[config.mk]
export PLATFORM = sky130hd
export DESIGN_NAME = rtc_interval_gen
export DESIGN_NICKNAME = d
export VERILOG_FILES = /design/src/rtl/rtc_pkg.sv /design/src/rtl/rtc_ctrl.sv /design/src/rtl/rtc_pulse_dp.sv /design/src/rtl/rtc_interval_gen.sv
export SDC_FILE = /design/constraint.sdc
export NUM_CORES = 1
export LEC_CHECK = 0
export ABC_AREA = 1
export BUFFER_PORTS_ARGS = -buffer_cell sky130_fd_sc_hd__buf_2
export CORE_MARGIN = 3
export CORE_UTILIZATION = 35
export DETAILED_ROUTE_END_ITERATION = 6
export HOLD_SLACK_MARGIN = 0.03
export PLACE_DENSITY = 0.63
export SLEW_MARGIN = 20
export SYNTH_ARGS = -nofsm -noshare
export SYNTH_HDL_FRONTEND = slang
export SYNTH_SLANG_ARGS = --single-unit
[constraint.sdc]
create_clock -name clk -period 1.6 [get_ports clk]
set_input_delay 0.16 -clock clk [delete_from_list [all_inputs] [get_ports clk]]
set_output_delay 0.16 -clock clk [all_outputs]
set_load 0.02 [all_outputs]
[src/rtl/rtc_pkg.sv]
package rtc_pkg;

  typedef struct packed {
    logic       restart;
    logic       advance;
    logic [2:0] divSel;
  } dpStrobe_t;

  // Interval length in sub-pulses for selects that use the top stage.
  function automatic int topTerm(input logic [2:0] sel, input int phases);
    case (sel)
      3'd3:    topTerm = phases;
      3'd4:    topTerm = 2 * phases;
      3'd5:    topTerm = 10;
      3'd6:    topTerm = 20;
      3'd7:    topTerm = 50;
      default: topTerm = 1;
    endcase
  endfunction

endpackage

[src/rtl/rtc_ctrl.sv]
module rtc_ctrl
  import rtc_pkg::*;
(
  input  logic       clk,
  input  logic       rstN,
  input  logic       wrEn,
  input  logic [7:0] wrData,
  input  logic       tick,
  input  logic       intervalHit,
  output dpStrobe_t  strobe,
  output logic       enReg,
  output logic [2:0] divReg,
  output logic       irqFlag,
  output logic       irqReq
);

  logic restartReq;

  assign restartReq     = wrEn && (wrData[5] || (wrData[2:0] != divReg));
  assign strobe.restart = restartReq;
  assign strobe.advance = tick && enReg && !restartReq;
  assign strobe.divSel  = divReg;

  always_ff @(posedge clk or negedge rstN) begin
    if (!rstN) begin
      enReg   <= 1'b0;
      divReg  <= 3'd0;
      irqFlag <= 1'b0;
      irqReq  <= 1'b0;
    end else begin
      irqReq <= intervalHit;
      if (wrEn) begin
        enReg  <= wrData[6];
        divReg <= wrData[2:0];
      end
      if (intervalHit)
        irqFlag <= 1'b1;
      else if (wrEn && !wrData[7])
        irqFlag <= 1'b0;
    end
  end

endmodule

[src/rtl/rtc_pulse_dp.sv]
module rtc_pulse_dp
  import rtc_pkg::*;
#(
  parameter int SUB_LONG   = 19,
  parameter int SUB_PHASES = 4,
  parameter int TOP_W      = 6
) (
  input  logic      clk,
  input  logic      rstN,
  input  dpStrobe_t strobe,
  output logic      intervalHit
);

  localparam int SUB_W = $clog2(SUB_LONG);
  localparam int IDX_W = (SUB_PHASES > 1) ? $clog2(SUB_PHASES) : 1;

  logic [SUB_W-1:0] subCount;
  logic [IDX_W-1:0] subIdx;
  logic [TOP_W-1:0] topCount;
  logic [SUB_W-1:0] subLimit;
  logic [TOP_W-1:0] topLimit;
  logic             lastPhase;
  logic             subDone;
  logic             topRun;
  logic             topDone;

  assign lastPhase = (subIdx == IDX_W'(SUB_PHASES - 1));
  assign subLimit  = lastPhase ? SUB_W'(SUB_LONG - 2) : SUB_W'(SUB_LONG - 1);
  assign subDone   = strobe.advance && (subCount == subLimit);
  assign topRun    = (strobe.divSel >= 3'd3);
  assign topLimit  = TOP_W'(topTerm(strobe.divSel, SUB_PHASES) - 1);
  assign topDone   = (topCount == topLimit);

  // Bottom stage: tick counter and sub-pulse phase.
  always_ff @(posedge clk or negedge rstN) begin
    if (!rstN) begin
      subCount <= '0;
      subIdx   <= '0;
    end else if (strobe.restart) begin
      subCount <= '0;
      subIdx   <= '0;
    end else if (strobe.advance) begin
      if (subDone) begin
        subCount <= '0;
        subIdx   <= lastPhase ? '0 : subIdx + 1'b1;
      end else begin
        subCount <= subCount + 1'b1;
      end
    end
  end

  // Top stage: counts sub-pulses, runs only for the longer intervals.
  always_ff @(posedge clk or negedge rstN) begin
    if (!rstN)
      topCount <= '0;
    else if (strobe.restart)
      topCount <= '0;
    else if (subDone && topRun)
      topCount <= topDone ? '0 : topCount + 1'b1;
  end

  always_comb begin
    case (strobe.divSel)
      3'd0:    intervalHit = 1'b0;
      3'd1:    intervalHit = subDone;
      3'd2:    intervalHit = subDone && subIdx[0];
      default: intervalHit = subDone && topDone;
    endcase
  end

endmodule

[src/rtl/rtc_interval_gen.sv]
module rtc_interval_gen
  import rtc_pkg::*;
#(
  parameter int SUB_LONG   = 19,
  parameter int SUB_PHASES = 4,
  parameter int TOP_W      = 6
) (
  input  logic       clk,
  input  logic       rstN,
  input  logic       wrEn,
  input  logic [7:0] wrData,
  input  logic       tick,
  output logic [7:0] rdData,
  output logic       irqFlag,
  output logic       irqReq
);

  dpStrobe_t  strobe;
  logic       intervalHit;
  logic       enReg;
  logic [2:0] divReg;

  rtc_ctrl u_ctrl (
    .clk(clk), .rstN(rstN), .wrEn(wrEn), .wrData(wrData), .tick(tick),
    .intervalHit(intervalHit), .strobe(strobe), .enReg(enReg),
    .divReg(divReg), .irqFlag(irqFlag), .irqReq(irqReq)
  );

  rtc_pulse_dp #(
    .SUB_LONG(SUB_LONG), .SUB_PHASES(SUB_PHASES), .TOP_W(TOP_W)
  ) u_dp (
    .clk(clk), .rstN(rstN), .strobe(strobe), .intervalHit(intervalHit)
  );

  assign rdData = {irqFlag, enReg, 3'b000, divReg};

endmodule

==> results of run 1 <==
==> Yosys cell counts <==
cell type / count
sky130_fd_sc_hd__nor2_1: 9
sky130_fd_sc_hd__clkbuf_1: 1
sky130_fd_sc_hd__inv_2: 4
sky130_fd_sc_hd__buf_4: 6
sky130_fd_sc_hd__nand2_1: 59
sky130_fd_sc_hd__nand4_1: 11
sky130_fd_sc_hd__nor3_1: 1
sky130_fd_sc_hd__dfrtp_1: 19
sky130_fd_sc_hd__xor2_1: 7
sky130_fd_sc_hd__buf_8: 2
sky130_fd_sc_hd__o21ai_0: 5
sky130_fd_sc_hd__nand2_2: 5
sky130_fd_sc_hd__conb_1: 1
sky130_fd_sc_hd__nand3b_1: 2
sky130_fd_sc_hd__and2_1: 1
sky130_fd_sc_hd__o211ai_1: 1
sky130_fd_sc_hd__inv_1: 19
sky130_fd_sc_hd__buf_2: 1
sky130_fd_sc_hd__ha_1: 3
sky130_fd_sc_hd__o21ai_1: 1
sky130_fd_sc_hd__nand3_1: 20
==> worst min path at each step <==
stage	to	cells past startpoint	slack, ns	start
after floorplan	u_ctrl.divReg[0]	0	-0.14	rstN
after global placement	u_dp.topCount[4]	1	0.14	rstN
after detailed placement	u_ctrl.divReg[1]	1	0.14	rstN
after CTS	u_ctrl.enReg	3	0.04	wrData[6]
after global routing	u_ctrl.enReg	3	0.06	wrData[6]
final	u_ctrl.enReg	3	0.04	wrData[6]
==> metrics by stage <==
stage / setup WS (ns) / power (mW) / utilization [%] / hold WS (ns) / instance area (um^2)
after CTS: 0.0520 / 1.17 / 41.2 / 0.0431 / 1410
after detailed placement: 0.0699 / 0.897 / 40.0 / 0.142 / 1370
after global routing: 0.00581 / 1.25 / 41.8 / 0.0597 / 1430
after floorplan: 0.124 / 0.823 / - / -0.136 / 1270
final: 0.129 / 1.16 / 41.8 / 0.0437 / 1430
after global placement: 0.0960 / 0.892 / 40.0 / 0.142 / 1370
==> cell families (layout without fill, tap and decap cells) <==
logic type	count (synthesis)	count (layout)	synth area share (%)
AO/OA/AOI/OAI	7	7	2.96
adder cells (fa/ha/maj)	3	3	2.96
flip-flops	19	19	37.5
buffers and inverters	33	51	13.4
AND/OR/NAND/NOR	108	108	38.0
XOR/XNOR	7	7	4.84
other	1	3	0.296
==> registers in the layout, summed over array words and instances, names as in the netlist <==
signal,flops
u_ctrl.divReg,3
u_dp.subIdx,2
u_ctrl.irqFlag,1
u_dp.subCount,5
u_ctrl.irqReq,1
u_ctrl.enReg,1
u_dp.topCount,6
==> power by group <==
group / internal, mW / switching, mW / leakage [nW]
clock network: 0.0953 / 0.174 / 0.0139
logic: 0.120 / 0.187 / 0.558
registers: 0.526 / 0.0613 / 0.252
==> timing repair <==
item,4_1_cts,5_1_grt
buffers inserted,0,2
hold buffers,1,0
endpoints found under the hold margin,19,0
endpoints found under the setup margin,0,15
resized for setup,0,3
==> cell type report <==
| class | count | area [um^2] | area share, % |
|---|---|---|---|
| Clock buffer | 3 | 22.5 | 1.58 |
| Clock inverter | 1 | 7.51 | 0.525 |
| Inverter | 23 | 86.3 | 6.04 |
| Multi-Input combinational cell | 128 | 634 | 44.4 |
| Sequential cell | 19 | 478 | 33.5 |
| Tap cell | 46 | 57.6 | 4.03 |
| Timing Repair Buffer | 24 | 143 | 9.98 |
==> layer usage <==
metal,share of wire (%),up-vias,GRT usage [%]
li1,-,597,-
met1,48,507,16.9
met2,46,23,19.3
met3,4.4,4,2.55
met4,1.4,0,5.84
met5,0,-,0
==> critical path, delay by kind of cell, from the launching register on <==
| kind | cells | cell delay, ns |
|---|---|---|
| simple gates | 8 | 0.66 |
| flops | 1 | 0.43 |
| fa+ha+maj | 1 | 0.20 |
| buf+inv | 1 | 0.09 |
==> impl_metrics.toml, run 1 <==
[place]
gp_routability_congestion = 0.780
dp.cells = 237
hpwlAfterDp_mm = 1.86
buffer_ports.inserted = 16

[cells_and_area]
stdcell_count = 244
diodes = 0
drive_gt1_share_pct = 19.2
final_common_cell = "sky130_fd_sc_hd__nand2_1"
synthToLayoutAreaGrowth_pct = 12.7
most-common-layout-cells = "sky130_fd_sc_hd__nand2_1, sky130_fd_sc_hd__nand3_1, sky130_fd_sc_hd__inv_1, sky130_fd_sc_hd__dfrtp_1, sky130_fd_sc_hd__buf_2"
layout.filler_cells = 359
total_number_of_nets_in_the_final_design = 214

[floorplan]
die_extent_in_y_um = 66.2
coreArea_mm2 = 0.00342
initial_core_util_pct = 37.1
std_cell_rows = 21
num_io_pins = 22
die_w_um = 66.2
die_area_mm2 = 0.00438

[timing]
finalSetupTns_ns = 0
period_share_pct = 91.9
min_period_ns = 1.47
rsz_0062_raised_after_global_routing = "no"
finalSetupViolations = 0
final-max-slew-violation-count = 0
skew_ns = 0.0159
timing.fmax_mhz = 680
timing_hold_violations_final = 0

[clocking]
cts_inserted_buffers = 3
cts_tree = "built"
tritoncts_num_sinks = 19
cts.reportedPaths.clkPinSlew_ns = 0.14
h-tree-depth = 1
clock_path_buffers = 2
clock_latency_ns = 0.31
root_buffer_master = "sky130_fd_sc_hd__clkbuf_4"

[yosys]
yosys.cell_types.count = 21
synthTopCellsByArea = "sky130_fd_sc_hd__dfrtp_1, sky130_fd_sc_hd__nand2_1, sky130_fd_sc_hd__nand3_1, sky130_fd_sc_hd__inv_1, sky130_fd_sc_hd__nand4_1"
syn_inst = 178
ys_seq_area_share_pct = 37.5
synth_area_leader_cell = "sky130_fd_sc_hd__dfrtp_1"
syn_avg_cell_area_um2 = 7.12
yosys_warnings = 0
area_share_of_the_largest_cell_type_after_synthesis_pct = 37.5
mappedNetlistArea_mm2 = 0.00127
synth.ff_latch_count = 19

[critical_path]
timing.rr.start = "u_dp.subIdx[0]"
worstSetupEndpoint = "u_ctrl.irqFlag"
critical_path.endpoint_type = "flip-flop"
path_cells = "ha_1 -> inv_1 -> nor2_1 -> nand2_1 -> nand2_1 -> and2_1 -> nand2_2 -> nor2_1 -> nand2_1 -> nand2_1"
cp_max_fanout = 8
crit_path_start = "u_dp.subIdx[0]"
timing.critical_path.slowest_stage_cell = "sky130_fd_sc_hd__dfrtp_1"
reg2reg_slack_ns = 0.13
timing.critical_path.mode_cell = "sky130_fd_sc_hd__nand2_1"
critPathMaxStageDelay_ns = 0.43
setup_crit_start_kind = "flip-flop"
worst_r2r_endpoint = "u_ctrl.irqFlag"
worstSetupPathType = "flip-flop to flip-flop"
worst_r2r_path_depth = 10
worst-endpoint-arrival_ns = 1.69
cp_data_required_time_ns = 1.82

[drt]
drt_first_pass_iters = 4
vias = 1131
avgRoutedWirePerCell_um = 10.2
detailedRoute.firstIterationViolations = 57
drt-vias-per-instance = 4.64
remaining_drc_errors = 0
final_antenna_net_count = 0
postRouteWirelength_mm = 2.50

[job]
maxCapViolCount = 0

[power_and_ir_drop]
cellLeakagePower_nw = 0.824
vdd_ir_drop_max_mv = 0.215
pwr_density_cell_mw_per_mm2 = 815

[global_routing]
grt_max_degree = 20
grtUsageTotal_pct = 12.6
via_count_of_the_first_global_routing_pass = 960
grt_overflow = 0
wire_length_of_the_first_global_routing_pass_mm = 4.28
antenna_found_initial = 0

[hold_path]
hold_class = "input port to flip-flop"

[run_status]
run_status = "completed"
Note: power is estimated with default switching activity, not from simulation.
==> run 2, diff against run 1 <==
- CORE_UTILIZATION: 35 -> 45
- PLACE_DENSITY: 0.63 -> 0.75
==> run 2 against run 1 <==
Against the previous run:
- flip-flop and latch count is the same
- routed wire length is 1.3% lower
- power fell by 2.9%
- maximum frequency is 0.13% lower
- via count is 0.88% higher
- worst setup slack lost 0.0019 ns
- critical path depth unchanged
- core utilization is 12 points higher
- critical endpoint unchanged
==> impl_metrics.toml, run 2 (same netlist as run 1, synthesis figures left out) <==
[drt]
detailedRoute.firstIterationViolations = 65
final_antenna_net_count = 0
remaining_drc_errors = 0
avgRoutedWirePerCell_um = 10.9
vias = 1141
postRouteWirelength_mm = 2.47
drt-vias-per-instance = 5.05
drt_first_pass_iters = 4

[clocking]
h-tree-depth = 1
clock_latency_ns = 0.29
tritoncts_num_sinks = 19
cts.reportedPaths.clkPinSlew_ns = 0.11
root_buffer_master = "sky130_fd_sc_hd__clkbuf_4"
clock_path_buffers = 2
cts_inserted_buffers = 3
cts_tree = "built"

[critical_path]
cp_max_fanout = 8
critPathMaxStageDelay_ns = 0.42
worst-endpoint-arrival_ns = 1.66
crit_path_start = "u_dp.subIdx[0]"
crit_family = "simple AND/OR/NAND/NOR gates"
critical_path_buffers_and_inverters = 1
critical_path.endpoint_type = "flip-flop"
path_cells = "ha_1 -> inv_1 -> nor2_1 -> nand2_1 -> nand2_1 -> and2_1 -> nand2_2 -> nor2_1 -> nand2_1 -> nand2_1"
timing.critical_path.mode_cell = "sky130_fd_sc_hd__nand2_1"
timing.critical_path.slowest_stage_cell = "sky130_fd_sc_hd__dfrtp_1"
timing.rr.start = "u_dp.subIdx[0]"
setup_crit_start_kind = "flip-flop"
worstSetupPathType = "flip-flop to flip-flop"
cp_data_required_time_ns = 1.79
reg2reg_slack_ns = 0.13

[cells_and_area]
diodes = 0
synthToLayoutAreaGrowth_pct = 9.28
fin_util_pct = 53.9
final_common_cell = "sky130_fd_sc_hd__nand2_1"
total_number_of_nets_in_the_final_design = 212
drive_gt1_share_pct = 17.9
most-common-layout-cells = "sky130_fd_sc_hd__nand2_1, sky130_fd_sc_hd__nand3_1, sky130_fd_sc_hd__inv_1, sky130_fd_sc_hd__dfrtp_1, sky130_fd_sc_hd__buf_2"
largest-register = "u_dp.topCount"
top_flop_regs = "u_dp.topCount (6), u_dp.subCount (5), u_ctrl.divReg (3)"
largest_register_ffs = 6

[place]
hpwlAfterDp_mm = 1.89
buffer_ports.inserted = 16
gp_routability_congestion = 0.871
place_worst_setup_slack_ns = 0.142

[power_and_ir_drop]
internal-power_mw = 0.738
cellLeakagePower_nw = 0.814
combinationalPowerShare_pct = 26.8
sw_share_pct = 34.6
p_sw_mw = 0.392
power_frac_seq_pct = 52.0
vdd_ir_drop_max_mv = 0.486
pwr_density_cell_mw_per_mm2 = 816
clkPwrFrac_pct = 21.2

[floorplan]
coreArea_mm2 = 0.00257
num_io_pins = 22
die_w_um = 59.1
die_area_mm2 = 0.00349
initial_core_util_pct = 49.4
die_extent_in_y_um = 59.1
std_cell_rows = 18

[global_routing]
wire_length_of_the_first_global_routing_pass_mm = 4.35
grt_max_degree = 20
via_count_of_the_first_global_routing_pass = 1069
antenna_found_initial = 0
grt_overflow = 0
grtUsageTotal_pct = 16.1

[timing]
finalSetupViolations = 0
skew_ns = 0.00416
timing.fmax_mhz = 679
post_route_hold_slack_ns = 0.0731
layout_setup_ws_ns = 0.128
timing_hold_violations_final = 0
rsz_0062_raised_after_global_routing = "no"
finalSetupTns_ns = 0
min_period_ns = 1.47
final-max-slew-violation-count = 0
period_share_pct = 92.0

[run_status]
run_status = "completed"

[hold_path]
hold_class = "input port to flip-flop"
worst_hold_startpoint = "wrData[6]"

[job]
maxCapViolCount = 0
[run 2: changes by cell type in the layout (fill, tap and decap cells not counted), sizes merged]
cell,delta
buf,-2
clkinvlp,-1
clkbuf,+1
[run 2: worst reg2reg max path: cells and delay by family, from the launching register on]
kind          cells  cell delay (ns)
buf+inv           1             0.09
fa+ha+maj         1             0.20
simple gates      8             0.66
flops             1             0.42
[run 2: area by class of cell]
type | count | area (um^2)
fill | 256 | 1180
inverter | 23 | 86.3
sequential | 19 | 478
multi-input combinational | 128 | 629
clock buffer | 4 | 26.3
tap | 30 | 37.5
timing repair buffer | 22 | 128
[run 2: routing by layer]
metal	routed length (um)	part of all wire, %	global-route usage, %
met5	0	0	0
met4	21	0.85	6.47
met3	73	3.0	2.83
met2	1210	49	27.8
met1	1160	47	19.8
[run 2: path summary, 6_finish.rpt]
| kind | end | cells after the start |
|---|---|---|
| max reg2reg | u_ctrl.irqFlag | 10 |
| min | u_ctrl.enReg | 3 |
| min in group asynchronous | u_dp.topCount[4] | 2 |
| max in group asynchronous | u_ctrl.divReg[0] | 2 |
| max | u_ctrl.irqFlag | 10 |
| min reg2reg | u_ctrl.enReg | 2 |
[run 2: what timing repair did]
item | CTS | global route
endpoints found under the hold margin | 19 | 0
hold buffers | 1 | 0
resized for setup | 0 | 2
setup endpoints to repair | 0 | 15
buffers inserted | 0 | 1
[run 2: power by group through the flow]
stage | combinational [mW] | clock [mW] | sequential (mW)
after detailed placement | 0.298 | 0 | 0.596
after CTS | 0.301 | 0.248 | 0.588
after global routing | 0.353 | 0.273 | 0.601
after global placement | 0.282 | 0 | 0.595
final | 0.303 | 0.239 | 0.588
after floorplan | 0.234 | 0 | 0.589
[run 2: through the flow]
step                      cell area, um^2  total power [mW]  instances
after global placement               1340             0.877        220
after CTS                            1380              1.14        225
final                                1390              1.13        226
after detailed placement             1340             0.894        220
after global routing                 1390              1.23        226
after floorplan                      1270             0.823        180
